**src/rtl/drum_seq_pkg.sv**
```systemverilog
package drum_seq_pkg;

  typedef enum logic [2:0] {
    PH_FETCH  = 3'd0,
    PH_COPY   = 3'd1,
    PH_INDEX  = 3'd2,
    PH_OPSRCH = 3'd3,
    PH_EXEC   = 3'd4
  } phase_t;

  // Plain decimal digit add: returns {carry_out, digit}
  function automatic logic [4:0] dec_digit_add(input logic [3:0] a, input logic [3:0] b,
                                               input logic cin);
    logic [4:0] s;
    s = {1'b0, a} + {1'b0, b} + {4'b0, cin};
    if (s > 5'd9) return {1'b1, 4'(s - 5'd10)};
    return s;
  endfunction

  // Banded digit add: the weight-1 bit never carries into the upper bits.
  // Upper bits (weights 2,4,8 as a count of twos) add modulo 5 with carry out.
  function automatic logic [4:0] band_digit_add(input logic [3:0] a, input logic [3:0] b,
                                                input logic cin);
    logic       low;
    logic [3:0] hi;
    low = a[0] ^ b[0] ^ cin;
    hi  = {1'b0, a[3:1]} + {1'b0, b[3:1]};
    if (hi >= 4'd5) return {1'b1, 3'(hi - 4'd5), low};
    return {1'b0, hi[2:0], low};
  endfunction

endpackage

```
**src/rtl/drum_addr_match.sv**
```systemverilog
module drum_addr_match #(
  parameter int DIGITS = 4
) (
  input  logic                  valid,
  input  logic [4*DIGITS-1:0]   band,
  input  logic [4*DIGITS-1:0]   target,
  output logic                  hit
);
  logic [DIGITS-1:0] digit_eq;

  for (genvar g = 0; g < DIGITS; g++) begin : g_digit
    assign digit_eq[g] = (band[4*g +: 4] == target[4*g +: 4]);
  end

  assign hit = valid & (&digit_eq);
endmodule

```
**src/rtl/drum_band_adder.sv**
```systemverilog
module drum_band_adder
  import drum_seq_pkg::*;
#(
  parameter int DIGITS   = 4,
  parameter int BAND_POS = 2
) (
  input  logic [4*DIGITS-1:0] addr,
  input  logic [4*DIGITS-1:0] incr,
  output logic [4*DIGITS-1:0] sum
);
  always_comb begin : p_add
    logic       carry;
    logic [4:0] r;
    carry = 1'b0;
    sum   = '0;
    for (int i = 0; i < DIGITS; i++) begin
      if (i == BAND_POS) r = band_digit_add(addr[4*i +: 4], incr[4*i +: 4], carry);
      else               r = dec_digit_add(addr[4*i +: 4], incr[4*i +: 4], carry);
      sum[4*i +: 4] = r[3:0];
      carry         = r[4];
    end
  end
endmodule

```
**src/rtl/drum_seq_ctrl.sv**
```systemverilog
module drum_seq_ctrl
  import drum_seq_pkg::*;
#(
  parameter int SW = 9
) (
  input  logic          clk,
  input  logic          rst,
  input  logic          band_hit,
  input  logic          done,
  input  logic          take_c,
  input  logic          need_read,
  input  logic [SW-1:0] op_word,
  output phase_t        phase,
  output logic [SW-1:0] state,
  output logic          mc_sel,
  output logic          ir_load,
  output logic          opnd_rd,
  output logic          m_update
);
  localparam int BIT_SIGN = SW - 1;
  localparam int BIT_FOUR = 2;

  logic want_index;

  assign want_index = op_word[BIT_SIGN] | op_word[BIT_FOUR];
  assign ir_load    = (phase == PH_FETCH)  && band_hit;
  assign opnd_rd    = (phase == PH_OPSRCH) && band_hit && need_read;
  assign m_update   = (phase == PH_INDEX);

  always_ff @(posedge clk) begin
    if (rst) begin
      phase  <= PH_FETCH;
      state  <= '0;
      mc_sel <= 1'b0;
    end else begin
      case (phase)
        PH_FETCH: if (band_hit) begin
          state  <= SW'(1);
          mc_sel <= 1'b1;
          phase  <= PH_COPY;
        end
        PH_COPY: begin
          state <= op_word;
          phase <= want_index ? PH_INDEX : PH_OPSRCH;
        end
        PH_INDEX: begin
          state[BIT_SIGN] <= 1'b0;
          state[BIT_FOUR] <= 1'b0;
          phase           <= PH_OPSRCH;
        end
        PH_OPSRCH: if (band_hit) begin
          state[0] <= 1'b1;
          phase    <= PH_EXEC;
        end
        PH_EXEC: if (done) begin
          state <= '0;
          phase <= PH_FETCH;
          if (take_c) mc_sel <= 1'b0;
        end
        default: phase <= PH_FETCH;
      endcase
    end
  end
endmodule

```
**src/rtl/drum_seq.sv**
```systemverilog
module drum_seq
  import drum_seq_pkg::*;
#(
  parameter int         DIGITS    = 4,
  parameter int         OP_DIGITS = 2,
  parameter int         BAND_POS  = 2,
  parameter logic [7:0] SKIP_CODE = 8'h26
) (
  input  logic                          clk,
  input  logic                          rst,
  input  logic                          band_valid,
  input  logic [4*DIGITS-1:0]           band_addr,
  input  logic [4*OP_DIGITS+8*DIGITS:0] word_in,
  input  logic [4*DIGITS-1:0]           index_val,
  input  logic                          done,
  input  logic                          take_c,
  output logic [4*OP_DIGITS:0]          state_o,
  output logic [2:0]                    phase_o,
  output logic                          mc_sel_o,
  output logic                          ir_load_o,
  output logic                          opnd_rd_o,
  output logic [4*DIGITS-1:0]           search_addr_o,
  output logic                          ir_sign_o,
  output logic [4*OP_DIGITS-1:0]        ir_op_o,
  output logic [4*DIGITS-1:0]           ir_m_o,
  output logic [4*DIGITS-1:0]           ir_c_o
);
  localparam int AW  = 4 * DIGITS;
  localparam int OPW = 4 * OP_DIGITS;
  localparam int SW  = OPW + 1;
  localparam int WW  = SW + 2 * AW;

  phase_t        phase;
  logic [SW-1:0] state;
  logic          mc_sel, ir_load, opnd_rd, m_update, band_hit, need_read;
  logic          ir_sign;
  logic [OPW-1:0] ir_op;
  logic [AW-1:0] ir_m, ir_c, m_indexed, search_addr;

  assign need_read   = (ir_op != OPW'(SKIP_CODE));
  assign search_addr = (phase == PH_FETCH && !mc_sel) ? ir_c : ir_m;

  drum_addr_match #(.DIGITS(DIGITS)) u_match (
    .valid  (band_valid),
    .band   (band_addr),
    .target (search_addr),
    .hit    (band_hit)
  );

  drum_band_adder #(.DIGITS(DIGITS), .BAND_POS(BAND_POS)) u_adder (
    .addr (ir_m),
    .incr (index_val),
    .sum  (m_indexed)
  );

  drum_seq_ctrl #(.SW(SW)) u_ctrl (
    .clk       (clk),
    .rst       (rst),
    .band_hit  (band_hit),
    .done      (done),
    .take_c    (take_c),
    .need_read (need_read),
    .op_word   ({ir_sign, ir_op}),
    .phase     (phase),
    .state     (state),
    .mc_sel    (mc_sel),
    .ir_load   (ir_load),
    .opnd_rd   (opnd_rd),
    .m_update  (m_update)
  );

  always_ff @(posedge clk) begin
    if (rst) begin
      ir_sign <= 1'b0;
      ir_op   <= '0;
      ir_m    <= '0;
      ir_c    <= '0;
    end else if (ir_load) begin
      ir_sign <= word_in[WW-1];
      ir_op   <= word_in[2*AW +: OPW];
      ir_m    <= word_in[AW +: AW];
      ir_c    <= word_in[0 +: AW];
    end else if (m_update) begin
      ir_m    <= m_indexed;
    end
  end

  assign state_o       = state;
  assign phase_o       = phase;
  assign mc_sel_o      = mc_sel;
  assign ir_load_o     = ir_load;
  assign opnd_rd_o     = opnd_rd;
  assign search_addr_o = search_addr;
  assign ir_sign_o     = ir_sign;
  assign ir_op_o       = ir_op;
  assign ir_m_o        = ir_m;
  assign ir_c_o        = ir_c;
endmodule

```
**config.mk**
```make
export PLATFORM = sky130hd
export DESIGN_NAME = drum_seq
export DESIGN_NICKNAME = d
export VERILOG_FILES = /design/src/rtl/drum_seq_pkg.sv /design/src/rtl/drum_addr_match.sv /design/src/rtl/drum_band_adder.sv /design/src/rtl/drum_seq_ctrl.sv /design/src/rtl/drum_seq.sv
export SDC_FILE = /design/constraint.sdc
export NUM_CORES = 1
export LEC_CHECK = 0
export ABC_AREA = 1
export CAP_MARGIN = 10
export CORE_AREA = 10 10 85 123
export CTS_CLUSTER_SIZE = 14
export DETAILED_ROUTE_END_ITERATION = 10
export DIE_AREA = 0 0 95 133
export PLACE_DENSITY = 0.85
export SLEW_MARGIN = 10
export SYNTH_ARGS = -nofsm -noshare
export SYNTH_HDL_FRONTEND = slang
export SYNTH_SLANG_ARGS = --single-unit
```
**constraint.sdc**
```tcl
create_clock -name clk -period 9 [get_ports clk]
set_clock_uncertainty 0.05 [all_clocks]
set_input_delay 2.25 -clock clk [delete_from_list [all_inputs] [get_ports clk]]
set_output_delay 2.25 -clock clk [all_outputs]
set_load 0.01 [all_outputs]
```
Word-level counts from Yosys, hierarchy flattened:

Index checks and enable logic that the tools add are counted.

* bitwise logic cells: 4
* equality and inequality tests: 13
* add/subtract/negate cells: 10
* magnitude comparators: 4
* reductions and logical operators: 17
* multiplexer cells: 31

Operators with widths (count)
* 16-bit 2-to-1 mux: 3
* 5-bit 2-to-1 mux: 6
* 9-bit 2-to-1 mux: 2
* 4-bit == test: 4
* 4-bit by 4-bit adder with 5-bit output: 3
* 5-bit by 4-bit > comparator with 1-bit output, second input constant: 3
* 3-bit one-hot mux with 5 select lines: 1
* 5-bit one-hot mux with 3 select lines: 1
* 1-bit one-hot mux with 4 select lines: 3
* 4-bit AND reduction: 3
* 4-bit subtractor, second input constant: 3
* 5-bit by 1-bit adder with 5-bit output: 2
* 3-bit 2-to-1 mux: 3
* 3-bit AND reduction: 3
* 1-bit 2-to-1 mux: 8
* 4-bit 2-to-1 mux: 2
* 8-bit by 6-bit != test with 1-bit output, second input constant: 1
* 4-bit nonzero test: 2
* 3-bit by 2-bit == test with 1-bit output, second input constant: 2
* 3-bit by 3-bit adder with 4-bit output: 1
* 4-bit by 3-bit greater-or-equal comparator with 1-bit output, second input constant: 1
* 1-bit logical AND: 4
* 2-bit by 1-bit != test with 1-bit output, second input constant: 2
* 2-bit != test, second input constant: 2
* other kinds (12): 14

* bits in registers: 54
* input bits: 78
* output and inout port bits: 72

Logic depth before layout (Yosys ltp):

Gate-level depths: netlist (run 1).

* depth in word-level cells: 17
* gate-level depth with buffers: 26
* depth with buffers taken out: 26

Modules after synthesis:

A second synthesis (run 1) with hierarchy kept.

* cells, all modules: 624
* area, all modules: 3916.3 um^2

Modules (own cells, without submodules)
* drum_seq: times used 1, sequential area each 820.8 um^2, area an instance 1885.6 um^2, cells each 290
* drum_band_adder: times used 1, sequential area each 0.0 um^2, area an instance 1131.1 um^2, cells each 180
* drum_seq_ctrl: times used 1, sequential area each 260.2 um^2, area an instance 624.3 um^2, cells each 91
* drum_addr_match: times used 1, sequential area each 0.0 um^2, area an instance 275.3 um^2, cells each 63

Least setup slack after synthesis (run 1):

No wires, ideal clock.

* path kind: input-to-reg
* start: in index_val[0]
* end: reg ir_m[7], in the netlist ir_m_o[7]
* slack: 3.286 ns
* stages: 26
* required time: 8.885 ns
* buffers on the path: 0
* library setup time: 0.065 ns
* arrival time: 5.599 ns
* cell sequence: ha_1 > inv_1 > fa_1 > xnor2_1 > inv_1 > ha_1 > inv_1 > a21oi_1 > a31oi_1 > nand2_1 > nand2_1 > inv_1 > fa_1 > inv_1 > fa_1 > inv_1 > ha_1 > nand2_1 > nand2_1 > nand3_1 > nand3_1 > nand2_1 > xor2_1 > o21ai_0 > nor2_1 > nor2_1

* word-level cells in the longest chain between the ends: 10
* elaborated cells on any way between the ends: 12

RTL lines
* start, declared: line drum_seq.sv:14 `input logic [4*DIGITS-1:0] index_val,`
* 4-bit by 4-bit adder with 5-bit output (*): line drum_seq_pkg.sv:15 `s = {1'b0, a} + {1'b0, b} + {4'b0, cin};`
* 5-bit by 4-bit > comparator with 1-bit output: line drum_seq_pkg.sv:16 `if (s > 5'd9) return {1'b1, 4'(s - 5'd10)};`
* 1-bit 2-to-1 mux: line drum_seq_pkg.sv:16
* 5-bit 2-to-1 mux (*): line drum_seq_pkg.sv:17 `return s;`
* 5-bit by 1-bit adder with 5-bit output (*): line drum_seq_pkg.sv:15
* 4-bit subtractor / 5-bit by 4-bit > comparator with 1-bit output (equally long branches): line drum_seq_pkg.sv:16
* 5-bit 2-to-1 mux / 1-bit 2-to-1 mux (equally long branches): line drum_seq_pkg.sv:16
* 5-bit 2-to-1 mux (*): line drum_seq_pkg.sv:17
* 16-bit 2-to-1 mux (*): line drum_seq.sv:83 `end else if (m_update) begin`
* 16-bit 2-to-1 mux (*): line drum_seq.sv:78 `end else if (ir_load) begin`
* end signal, assigned: line drum_seq.sv:81 `ir_m <= word_in[AW +: AW];`
* end signal, assigned: line drum_seq.sv:84 `ir_m <= m_indexed;`
* end, declared: line drum_seq.sv:38 `logic [AW-1:0] ir_m, ir_c, m_indexed, search_addr;`

Every way passes the cells marked *; elsewhere a longest branch is shown, timed or not. The select of a mux whose other input is x is not followed.
A chain may end at the register's enable or synchronous reset.

Worst setup path in the final report (run 1):

* start: in band_addr[3]
* end: out ir_load_o

* word-level cells in the longest chain between the ends: 4

RTL lines
* start, declared: line drum_seq.sv:12 `input logic [4*DIGITS-1:0] band_addr,`
* 4-bit == test: line drum_addr_match.sv:12 `assign digit_eq[g] = (band[4*g +: 4] == target[4*g +: 4]);`
* 4-bit AND reduction: line drum_addr_match.sv:15 `assign hit = valid & (&digit_eq);`
* 1-bit bitwise AND: line drum_addr_match.sv:15
* 1-bit logical AND: line drum_seq_ctrl.sv:26 `assign ir_load = (phase == PH_FETCH) && band_hit;`
* end, declared: line drum_seq.sv:20 `output logic ir_load_o,`

No other way between the ends.

==> results.sh, run 1 <==
export IMPL_fillers=740
export IMPL_die_area_um2=12600
export IMPL_finalHoldViolCount=0
export IMPL_yosysUniqueCellTypes=33
export IMPL_synth_nets=693
export IMPL_critPathSlowestCell="clkdlybuf4s50_1"
export IMPL_rsz0062_at_grt="false"
export IMPL_vias_per_cell=5.37
export IMPL_cts_tree="built"
export IMPL_ff2ff_path_depth=25
export IMPL_avgSynthCellArea_um2=6.54
export IMPL_grt_max_degree=35
export IMPL_root_buffer="clkbuf_16"
export IMPL_syn_cell_area_um2=3850
export IMPL_min_path_type="reg -> reg"
export IMPL_period_minus_slack_ps=6600
export IMPL_clk_pin_slew_ps=70
export IMPL_die_height_um=133
export IMPL_outcome="finished, final reports clean"
export IMPL_drc=0
export IMPL_dpl_worst_slack_ps=2260
export IMPL_vias=4484
export IMPL_ctsHoldBuffers=0
export IMPL_p_per_area_nw_per_um2=159
export IMPL_irDropWorstVdd_mv=0.107
export IMPL_fin_crit_sh_pct=73.4
export IMPL_min_from="u_ctrl.state[7]"
export IMPL_timing_rr_end="ir_m_o[7]"
export IMPL_required_ps=6700
export IMPL_core_area_um2=8310
export IMPL_detail_route_antenna_nets=0
export IMPL_hpwl_um=11400
export IMPL_setup_ws_ps=2400
export IMPL_overflow=0
export IMPL_io_buffers=149
export IMPL_leakage_nw=2.34
export IMPL_num_rows=41
export IMPL_rr_startpoint="ir_m_o[0]"
export IMPL_wl_um=14200
export IMPL_holdPathEnd="u_ctrl.state[7]"
export IMPL_nets=830
export IMPL_syn_instance_count=589
export IMPL_detail_route_wl_per_cell_um=17.0
export IMPL_clk_latency_ps=300
export IMPL_fmax_mhz=151
export IMPL_post_cts_resized=0
export IMPL_cp_depth=10
export IMPL_critical_path_top_delay_family="buffers and inverters"
export IMPL_fin_cells=835
export IMPL_setup_violations=0
export IMPL_start_util_pct=46.3
export IMPL_seq_area_frac_synth_pct=28.1
export IMPL_critical_path_class="in -> out"
export IMPL_tns_ps=0
export IMPL_slew_headroom_pct=23.3
export IMPL_clk_path_buf_depth=2
export IMPL_grt_usage_pct=21.7
export IMPL_slew_violations=0
export IMPL_ys_warnings_count=0
export IMPL_crit_buf_inv=4
export IMPL_h_tree_depth=2
export IMPL_layout_common_cells="nand2_1, clkdlybuf4s50_1, inv_1, nor2_1, dfxtp_1"
export IMPL_dr_pass1_iters=4
export IMPL_crit_chain="clkdlybuf4s50_1, inv_1, nand2_1, nand2_1, nor2_1, nand3_1, nor3_1, nand3_1, inv_1, clkdlybuf4s50_1"
export IMPL_crit_path_end_kind="output pin"
export IMPL_grt_pass1_vias=4405
export IMPL_worstMarginPinSlew_ps=1140
export IMPL_place_congestion=0.914
export IMPL_fin_hold_ws_ps=414
export IMPL_ios=150
export IMPL_numCtsBuffers=5
export IMPL_crit_arrival_ps=4300
export IMPL_syn2layout_area_growth_pct=43.7
export IMPL_antenna_found_initial=1
export IMPL_cts_sinks=54
export IMPL_final_common_cell="nand2_1"
export IMPL_cp_max_fo=3
export IMPL_slowest_delay_ps=540
export IMPL_die_width_um=95
export IMPL_dp_cells=826
export IMPL_min_delay_path_depth=2
export IMPL_fin_total_pwr_mw=0.880
export IMPL_drive_gt1_share_pct=3.16
export IMPL_drt_iter0_markers=314
export IMPL_r2r_setup_slack_ps=4430
export IMPL_grt_pass1_wl_um=22000
export IMPL_cap_violations=0
export IMPL_postCtsSetupBuffers=0
export IMPL_startpoint_type="input port"
export IMPL_ys_ff_latch=54
-- flip-flops by register name, indices dropped and copies added, names as in the netlist --
register	cells
u_ctrl.mc_sel	1
u_ctrl.state	9
u_ctrl.phase	3
ir_m_o	16
ir_op_o	8
ir_c_o	16
ir_sign_o	1
-- metrics by stage --
| step | util [%] | instance area, µm² |
|---|---|---|
| after floorplan | - | 3850 |
| after global routing | 66.6 | 5530 |
| final | 66.6 | 5530 |
| after detailed placement | 64.7 | 5380 |
| after global placement | 64.7 | 5380 |
| after CTS | 66.6 | 5530 |
-- worst min-delay path, stage by stage, from the launching register on --
cell and delay [ps]:
dfxtp_1 310, nand2_1 60, a21oi_1 50
-- worst max-delay path by stage --
| stage | end | startpoint | slack [ps] |
|---|---|---|---|
| after floorplan | ir_m_o[7] | index_val[0] | 3290 |
| after global placement | ir_load_o | band_addr[3] | 2420 |
| after detailed placement | ir_m_o[7] | index_val[0] | 2260 |
| after CTS | ir_load_o | band_addr[3] | 2400 |
| after global routing | ir_m_o[7] | index_val[0] | 2200 |
| final | ir_load_o | band_addr[3] | 2400 |
-- logic make-up (layout without fill, tap and decap cells) --
kind of cell	Yosys count	count (layout)	share of synthesized area, %
other cells	0	1	0
simple gates	309	309	36.2
flops	54	54	28.1
fa+ha+maj	26	26	9.62
xor+xnor	13	13	2.96
compound gates	91	91	12.9
buf+inv	96	234	10.2
-- layout make-up --
class	count	area (µm²)	share of cell area, %
Clock inverter	2	16.3	0.294
Inverter	76	285	5.15
Timing Repair Buffer	150	1500	27.1
Sequential cell	54	1080	19.5
Antenna cell	1	2.50	0.0452
Tap cell	107	134	2.42
Multi-Input combinational cell	439	2380	43.0
Clock buffer	6	139	2.51
-- Yosys cell counts --
library cell  count  area, µm²
nand4_2           1       12.5
fa_1              6        120
o211ai_1          2       15.0
xnor2_1           5       43.8
buf_4             2       15.0
or2_2             1       6.26
nand3_4           2       35.0
a21oi_1          33        165
clkinv_1          2       7.51
inv_1            72        270
a21oi_4           1       16.3
xor2_1            8       70.1
ha_1             20        250
nand2_2           2       12.5
buf_2             2       10.0
nor2_1           62        233
clkbuf_1         13       48.8
nand2_1         155        582
inv_2             2       7.51
nand3b_1          9       67.6
a211oi_1          2       15.0
nor2_2            3       18.8
o21ai_0          37        185
nand3_1          45        225
buf_6             3       33.8
o2111ai_1         1       8.76
a31oi_1          14       87.6
nor2_8            2       40.0
nor3_1            5       25.0
o21ai_1           1       5.00
nand4_1          21        131
nor4_1            1       6.26
dfxtp_1          54       1080
-- power breakdown --
part           switching (mW)  leakage, nW  internal (mW)
registers              0.0211        0.436          0.255
logic                   0.234         1.83          0.164
clock network          0.0944       0.0735          0.112
total                   0.350         2.34          0.531
-- routing by layer --
metal / wire length [µm] / part of all wire [%] / GRT usage, % / vias up
li1: - / - / - / 2205
met1: 5420 / 38 / 22.4 / 2081
met2: 7440 / 52 / 40.2 / 172
met3: 870 / 6.1 / 4.19 / 26
met4: 478 / 3.4 / 9.35 / 0
met5: 0 / 0 / 0 / -
(Power assumes the default switching activity.)
==> inputs of run 2 (changes only) <==
CORE_AREA = 10 10 92 134   (was 10 10 85 123)
DIE_AREA = 0 0 102 144   (was 0 0 95 133)
PLACE_DENSITY = 0.75   (was 0.85)
clock period = 5.9 ns   (was 9 ns; I/O delays follow)
==> run 2 against run 1 <==
Register-to-register slack lost 2900 ps; final cell count grew 1.4%; non-clock buffer count grew 2; count of clock-buffer cells in the layout shrank 1; via count shrank 2.2%; largest power group unchanged; first-iteration DRC count shrank 17%; critical endpoint is now ir_m_o[7]; highest routed layer unchanged; utilization shrank 11 points; cell area grew 1.1%.
==> results.sh, run 2 (synthesized netlist as in run 1, its figures left out) <==
export IMPL_ctsHoldBuffers=0
export IMPL_wl_um=13900
export IMPL_worstMarginPinSlew_ps=1130
export IMPL_fin_crit_sh_pct=93.7
export IMPL_dr_pass1_iters=5
export IMPL_clockPowerShare_pct=25.2
export IMPL_crit_path_end_kind="register"
export IMPL_r2r_setup_slack_ps=1560
export IMPL_fin_util_pct=55.8
export IMPL_cap_violations=0
export IMPL_irDropWorstVdd_mv=0.143
export IMPL_die_width_um=102
export IMPL_h_tree_depth=2
export IMPL_critical_path_class="in -> reg"
export IMPL_drc=0
export IMPL_fmax_mhz=181
export IMPL_startpoint_type="input port"
export IMPL_antenna_found_initial=1
export IMPL_final_common_cell="nand2_1"
export IMPL_fin_total_pwr_mw=1.38
export IMPL_grt_pass1_vias=4442
export IMPL_numCtsBuffers=5
export IMPL_required_ps=6040
export IMPL_leakage_nw=2.37
export IMPL_fillers=971
export IMPL_vias=4386
export IMPL_clk_path_buf_depth=2
export IMPL_cp_max_fo=6
export IMPL_switching_share_pct=38.7
export IMPL_tns_ps=0
export IMPL_die_height_um=144
export IMPL_grt_pass1_wl_um=21600
export IMPL_io_buffers=149
export IMPL_multi_input_area_um2=2380
export IMPL_core_area_um2=10000
export IMPL_num_rows=45
export IMPL_clk_pin_slew_ps=70
export IMPL_combPwrFrac_pct=44.2
export IMPL_min_path_type="reg -> reg"
export IMPL_rsz0062_at_grt="false"
export IMPL_vias_per_cell=5.18
export IMPL_outcome="finished, final reports clean"
export IMPL_p_int_mw=0.845
export IMPL_fin_hold_ws_ps=415
export IMPL_detail_route_antenna_nets=0
export IMPL_pwr_share_seq_pct=30.6
export IMPL_hpwl_um=11100
export IMPL_crit_arrival_ps=5660
export IMPL_slew_headroom_pct=23.9
export IMPL_ios=150
export IMPL_nets=832
export IMPL_setup_violations=0
export IMPL_cts_tree="built"
export IMPL_die_area_um2=14700
export IMPL_finalHoldViolCount=0
export IMPL_cts_sinks=54
export IMPL_postLayoutCellArea_um2=5600
export IMPL_period_minus_slack_ps=5530
export IMPL_clk_latency_ps=300
export IMPL_dpl_cell_area_um2=5400
export IMPL_detail_route_wl_per_cell_um=16.4
export IMPL_dp_cells=837
export IMPL_overflow=0
export IMPL_fin_cells=847
export IMPL_drive_gt1_share_pct=3.57
export IMPL_root_buffer="clkbuf_16"
export IMPL_dpl_worst_slack_ps=99.3
export IMPL_place_congestion=0.899
export IMPL_grt_usage_pct=18.4
export IMPL_slew_violations=0
export IMPL_start_util_pct=38.4
export IMPL_seq_area_um2=1080
export IMPL_drt_iter0_markers=261
export IMPL_setup_ws_ps=372
export IMPL_p_per_area_nw_per_um2=246
export IMPL_p_switching_mw=0.534
export IMPL_layout_common_cells="nand2_1, clkdlybuf4s50_1, inv_1, nor2_1, dfxtp_1"
export IMPL_grt_max_degree=46
export IMPL_syn2layout_area_growth_pct=45.3
## run 2: final timing paths
| path | depth (start not counted) | end | from |
|---|---|---|---|
| worst min register to register | 2 | u_ctrl.state[7] | u_ctrl.state[7] |
| worst max-delay path | 26 | ir_m_o[7] | index_val[0] |
| worst max register to register | 25 | ir_m_o[7] | ir_m_o[0] |
| worst min-delay path | 2 | u_ctrl.state[7] | u_ctrl.state[7] |
## run 2: what timing repair did
action	in CTS	in global routing
gates resized for setup	0	1
buffers inserted	0	0
endpoints found under the setup margin	0	1
## run 2: power groups by stage
stage	Sequential [mW]	Combinational, mW	Clock, mW
finish	0.422	0.610	0.347
global route	0.426	0.678	0.366
global placement	0.429	0.572	0
detailed placement	0.430	0.596	0
CTS	0.422	0.600	0.356
floorplan	0.430	0.391	0
## run 2: final cells by class
class,count,area share [%]
Multi-Input combinational cell,439,42.6
Timing Repair Buffer,152,27.3
Sequential cell,54,19.3
Inverter,76,5.10
Tap cell,117,2.62
Clock buffer,5,2.24
Clock inverter,3,0.850
Antenna cell,1,0.0447
## run 2: worst max-delay path: stages
cell             delay (ps)
clkdlybuf4s50_1         460
ha_1                    160
inv_1                    50
fa_1                    390
xnor2_1                 200
inv_1                   110
ha_1                    210
inv_1                    70
a21oi_1                  40
a31oi_1                 140
nand2_1                  80
nand2_1                 120
inv_1                   110
fa_1                    380
inv_1                    90
fa_1                    450
inv_1                   120
ha_1                    190
nand2_1                  80
nand3_1                 110
nand3_2                 140
nand2_1                 120
xor2_1                  140
o21ai_0                  90
nor2_1                  100
nor2_1                   40
## run 2: metal layers
metal / GRT usage [%] / part of all wire, % / vias up
met2: 34.0 / 51 / 174
met3: 3.87 / 7.6 / 22
met1: 19.7 / 38 / 1988
li1: - / - / 2202
met4: 7.15 / 3.0 / 0
met5: 0 / 0 / -
